$ cat config.mk
export PLATFORM = sky130hd
export DESIGN_NAME = iso_res_regs
export DESIGN_NICKNAME = d
export VERILOG_FILES = /design/src/rtl/irr_pkg.sv /design/src/rtl/irr_field.sv /design/src/rtl/irr_resp.sv /design/src/rtl/iso_res_regs.sv
export SDC_FILE = /design/constraint.sdc
export NUM_CORES = 1
export LEC_CHECK = 0
export BUFFER_PORTS_ARGS = -buffer_cell sky130_fd_sc_hd__buf_2
export CAP_MARGIN = 20
export CORE_MARGIN = 1.5
export CORE_UTILIZATION = 54
export CTS_BUF_LIST = sky130_fd_sc_hd__clkbuf_4
export DETAILED_ROUTE_END_ITERATION = 12
export GPL_TIMING_DRIVEN = 0
export PLACE_DENSITY = 0.74
export SYNTH_ARGS = -nofsm -noshare
export SYNTH_HDL_FRONTEND = slang
export SYNTH_SLANG_ARGS = --single-unit
$ cat constraint.sdc
create_clock -name clk -period 2.79 [get_ports clk]
set_input_delay 0.837 -clock clk [delete_from_list [all_inputs] [get_ports clk]]
set_output_delay 0.837 -clock clk [all_outputs]
set_load 0.005 [all_outputs]
$ cat src/rtl/irr_pkg.sv
package irr_pkg;
    localparam int WORD_W = 32;
    localparam int NREG   = 4;

    typedef enum logic [1:0] {
        SEL_MGR = 2'd0,
        SEL_BW  = 2'd1,
        SEL_CHA = 2'd2,
        SEL_CHB = 2'd3
    } rsel_e;

    typedef enum logic {
        OP_READ = 1'b0,
        OP_CAS  = 1'b1
    } rop_e;

    typedef struct packed {
        rop_e              op;
        rsel_e             sel;
        logic [WORD_W-1:0] cmp;
        logic [WORD_W-1:0] nd;
    } req_t;

    typedef struct packed {
        logic              valid;
        logic              swapped;
        logic [WORD_W-1:0] old;
    } rsp_t;
endpackage

$ cat src/rtl/irr_field.sv
module irr_field
    import irr_pkg::*;
#(
    parameter int              W   = 13,
    parameter logic [W-1:0]    RST = '0
) (
    input  logic              clk,
    input  logic              rst,
    input  logic              clr,
    input  logic              wr_en,
    input  logic [WORD_W-1:0] cmp_in,
    input  logic [WORD_W-1:0] new_in,
    output logic [WORD_W-1:0] val_out,
    output logic              match
);
    logic [W-1:0] q;

    assign match   = (cmp_in[W-1:0] == q);
    assign val_out = WORD_W'(q);

    always_ff @(posedge clk) begin
        if (rst || clr)
            q <= RST;
        else if (wr_en && match)
            q <= new_in[W-1:0];
    end

    // no matching swap and no bus reset means the field holds
    assert_hold_R5: assert property (@(posedge clk) disable iff (rst)
        (!clr && !(wr_en && match)) |=> $stable(q));

    // a matching swap stores the masked new value
    assert_swap_R4: assert property (@(posedge clk) disable iff (rst)
        (!clr && wr_en && match) |=> (q == $past(new_in[W-1:0])));

    // bus reset restores the power-on value
    assert_clr_R8: assert property (@(posedge clk) disable iff (rst)
        clr |=> (q == RST));
endmodule

$ cat src/rtl/irr_resp.sv
module irr_resp
    import irr_pkg::*;
(
    input  logic              clk,
    input  logic              rst,
    input  logic              accept,
    input  logic              is_cas,
    input  logic              hit,
    input  logic [WORD_W-1:0] cur_val,
    output rsp_t              rsp
);
    always_ff @(posedge clk) begin
        if (rst) begin
            rsp <= '0;
        end else begin
            rsp.valid   <= accept;
            rsp.swapped <= accept && is_cas && hit;
            rsp.old     <= accept ? cur_val : rsp.old;
        end
    end
endmodule

$ cat src/rtl/iso_res_regs.sv
module iso_res_regs
    import irr_pkg::*;
#(
    parameter int          MGR_W    = 6,
    parameter int          BW_W     = 13,
    parameter int          CH_W     = 32,
    parameter int unsigned BW_RESET = 4915
) (
    input  logic        clk,
    input  logic        rst,
    input  logic        bus_reset,
    input  logic        req_valid,
    output logic        req_ready,
    input  logic        req_op,
    input  logic [1:0]  req_sel,
    input  logic [31:0] req_cmp,
    input  logic [31:0] req_new,
    output logic        rsp_valid,
    output logic [31:0] rsp_old,
    output logic        rsp_swapped
);
    req_t              req;
    rsp_t              rsp;
    logic              accept;
    logic [WORD_W-1:0] fld_val [NREG];
    logic [NREG-1:0]   fld_match;
    logic [NREG-1:0]   fld_wr;

    assign req.op  = rop_e'(req_op);
    assign req.sel = rsel_e'(req_sel);
    assign req.cmp = req_cmp;
    assign req.nd  = req_new;

    assign req_ready = !rst && !bus_reset;
    assign accept    = req_valid && req_ready;

    for (genvar i = 0; i < NREG; i++) begin : g_fld
        localparam int FW = (i == 0) ? MGR_W : (i == 1) ? BW_W : CH_W;
        localparam logic [FW-1:0] FRST =
            (i == 0) ? {FW{1'b1}} :
            (i == 1) ? FW'(BW_RESET) : {FW{1'b1}};

        assign fld_wr[i] = accept && (req.op == OP_CAS) && (req.sel == rsel_e'(i));

        irr_field #(.W(FW), .RST(FRST)) u_fld (
            .clk     (clk),
            .rst     (rst),
            .clr     (bus_reset),
            .wr_en   (fld_wr[i]),
            .cmp_in  (req.cmp),
            .new_in  (req.nd),
            .val_out (fld_val[i]),
            .match   (fld_match[i])
        );
    end

    irr_resp u_resp (
        .clk     (clk),
        .rst     (rst),
        .accept  (accept),
        .is_cas  (req.op == OP_CAS),
        .hit     (fld_match[req.sel]),
        .cur_val (fld_val[req.sel]),
        .rsp     (rsp)
    );

    assign rsp_valid   = rsp.valid;
    assign rsp_old     = rsp.old;
    assign rsp_swapped = rsp.swapped;

    // a response follows each acceptance by exactly one cycle
    assert_rsp_follows_R7: assert property (@(posedge clk) disable iff (rst)
        (req_valid && req_ready) |=> rsp_valid);

    assert_no_spurious_R7: assert property (@(posedge clk) disable iff (rst)
        !(req_valid && req_ready) |=> !rsp_valid);

    // a manager response carries no bits above the field width
    assert_mgr_zext_R3: assert property (@(posedge clk) disable iff (rst)
        (rsp_valid && $past(req_sel) == SEL_MGR) |-> (rsp_old[31:MGR_W] == '0));

    // a read never reports a swap
    assert_read_noswap_R3: assert property (@(posedge clk) disable iff (rst)
        (req_valid && req_ready && !req_op) |=> !rsp_swapped);
endmodule

==> flow_summary.json <==
{
  "status": "finished, final reports clean",
  "path_class": "in2out",
  "final_cell_mix": "dfxtp_1, buf_2, nor2_1",
  "tightest_slew_ps": 791,
  "p_sw_mw": 0.881,
  "dp_worst_setup_slack_ps": -557,
  "yosysSeqAreaShare_pct": 41.4,
  "nets": 797,
  "cts.sinks": 117,
  "post-dp-hpwl_um": 12100,
  "core-area_sq_um": 10200,
  "synth_ff_type": "dfxtp_1",
  "end_kind": "output port",
  "final_max_slew_viol_count": 0,
  "grt_pass1_wl_um": 25400,
  "cp.buffers_inverters": 5,
  "crit_top_cell": "buf_2",
  "gp_congestion": 0.906,
  "setup_ws_ps": 123,
  "grt_pass1_vias": 4933,
  "p_sw_share_pct": 27.1,
  "pin_count": 106,
  "syn-cell-area_sq_um": 5650,
  "h-tree-depth": 4,
  "clock_skew_ps": 10.9,
  "drtIter0Drc": 440,
  "synth_cell_type_count": 34,
  "async_flop_share_pct": 0,
  "drive_gt1_share_pct": 22.6,
  "setup_viol": 0,
  "antenna_found_initial": 1,
  "synth-seq-cells": 117,
  "synth.avg_cell_area_sq_um": 9.36,
  "min_path_type": "reg2reg",
  "firstDrtPassIters": 5,
  "wl_per_cell_um": 18.6,
  "arrival_ps": 1830,
  "port_buffers": 103,
  "slew_headroom_pct": 47.1,
  "ys_warn_count": 0,
  "syn_to_final_growth_pct": 17.2,
  "design_area_sq_um": 6630,
  "grt_overflow": 0,
  "path_max_fanout": 10,
  "rows": 37,
  "required_ps": 1950,
  "slowest_delay_ps": 280,
  "cts_tree": "done",
  "dieWidth_um": 105,
  "grt_use_total_pct": 30.3,
  "fin_crit_ps": 2670,
  "start_util_pct": 55.3,
  "final_common_cell": "dfxtp_1",
  "synth_edf_count": 0,
  "grt_max_degree": 17,
  "vias_per_cell": 5.71,
  "power.density_nw_per_um2": 490,
  "placed_cell_area_sq_um": 6340,
  "period_share_pct": 95.6,
  "drcViolationCount": 0,
  "power_mw": 3.25,
  "fillers": 871,
  "synth_nets": 675,
  "cts_buffer_depth": 2,
  "power_frac_seq_pct": 52.7,
  "crit_chain": "buf_2 -> or2_2 -> clkbuf_1 -> clkbuf_4 -> clkinvlp_4 -> buf_2",
  "clockPowerShare_pct": 36.8,
  "leakage_nw": 2.75,
  "crit_path_start_kind": "input port",
  "fmax_mhz": 375,
  "die_y_um": 105,
  "vdd_drop_max_mv": 0.301,
  "clkLatencyLatePin_ps": 520,
  "internal_power_mw": 2.37,
  "cts.clk_slew.worst_paths_ps": 100,
  "critPathSlowestCell": "or2_2",
  "hold_violations": 0,
  "syn_inst": 604,
  "routed_wl_um": 16300,
  "pwr-share-comb_pct": 10.5,
  "dieArea_sq_um": 11100,
  "dr_total_vias": 5000,
  "rsz0062_at_grt": "no",
  "postRouteAntennaNets": 0,
  "path_delay_family": "buffers and inverters",
  "cts_buffers": 17,
  "maxCapViolCount": 0,
  "cts_root_buf": "clkbuf_4"
}
[sequential cells by signal, summed over array words and instances (netlist names)]
signal,count
g_fld.u_fld.val_out,64
u_resp.rsp,34
g_fld.u_fld.q,19
[metrics by stage]
stage	setup TNS (ps)	hold WS, ps	util, %	cells
3_3_place_gp	-563	429	62.0	843
5_1_grt	0	486	64.8	876
4_1_cts	0	465	64.7	875
2_1_floorplan	0	449	-	604
6_report	0	459	64.8	876
3_5_place_dp	-792	440	62.0	843
[power groups by stage]
stage	registers [mW]	clock network (mW)	logic [mW]
global placement	1.75	0	0.329
floorplan	1.75	0	0.161
finish	1.71	1.19	0.342
CTS	1.71	1.20	0.337
detailed placement	1.75	0	0.333
global route	1.71	1.30	0.364
[Yosys cell counts, types with 6 or more instances]
| cell | count | area, sq um |
|---|---|---|
| xor2_1 | 37 | 324 |
| mux2_2 | 7 | 78.8 |
| mux4_2 | 6 | 135 |
| clkbuf_1 | 21 | 78.8 |
| a22oi_1 | 7 | 52.6 |
| nor4_1 | 11 | 68.8 |
| nand3b_1 | 14 | 105 |
| o21ai_0 | 39 | 195 |
| nand4_1 | 13 | 81.3 |
| nand3_1 | 21 | 105 |
| buf_2 | 7 | 35.0 |
| dfxtp_1 | 117 | 2340 |
| mux2i_1 | 89 | 891 |
| a21oi_1 | 6 | 30.0 |
| xnor2_1 | 46 | 403 |
| nand2_1 | 39 | 146 |
| nor2_1 | 98 | 368 |
[repair_timing]
action,in CTS,in global routing
buffers inserted,1,0
hold buffers,0,0
gates resized for setup,2,2
endpoints found under the setup margin,1,1
[worst paths after layout]
| kind | start | to | slack [ps] | cells after the start |
|---|---|---|---|---|
| worst max-delay path | rst | req_ready | 120 | 6 |
| worst min-delay path | u_resp.rsp[16]$_SDFFE_PP0N_ | u_resp.rsp[16]$_SDFFE_PP0N_ | 460 | 2 |
| worst min register to register | u_resp.rsp[16]$_SDFFE_PP0N_ | u_resp.rsp[16]$_SDFFE_PP0N_ | 460 | 2 |
| worst max register to register | g_fld[2].u_fld.val_out[16]$_SDFFE_PP1P_ | g_fld[2].u_fld.val_out[9]$_SDFFE_PP1P_ | 510 | 6 |
[tightest hold or removal path, delay by kind of cell (launching register included)]
kind	cells	cell delay (ps)
simple gates	1	40
compound gates	1	50
flops	1	340
[logic make-up after synthesis]
logic type	after synthesis	synth area share (%)
xor gates and xnor gates	83	12.9
buffers and inverters	39	3.28
AOI/OAI and AO/OA	55	5.33
and+or+nand+nor	208	17.6
muxes	102	19.5
DFF	117	41.4
[routing by layer]
| metal | GRT usage (%) | vias to the layer above | share of wire [%] |
|---|---|---|---|
| met5 | 0 | - | 0 |
| met4 | 13.6 | 0 | 3.3 |
| met3 | 6.93 | 46 | 7.0 |
| met2 | 48.1 | 237 | 48 |
| met1 | 39.3 | 2388 | 42 |
| li1 | - | 2329 | - |
[final cells by class]
| class | count | area [sq um] | area share, % |
|---|---|---|---|
| antenna | 1 | 2.50 | 0.0378 |
| buffer | 36 | 178 | 2.68 |
| clock buffer | 18 | 135 | 2.04 |
| clock inverter | 14 | 138 | 2.08 |
| inverter | 2 | 11.3 | 0.170 |
| multi-input combinational | 448 | 3130 | 47.2 |
| sequential | 117 | 2340 | 35.4 |
| tap | 136 | 170 | 2.57 |
| timing repair buffer | 104 | 523 | 7.89 |
No activity file was read; power rests on OpenSTA's default activity.
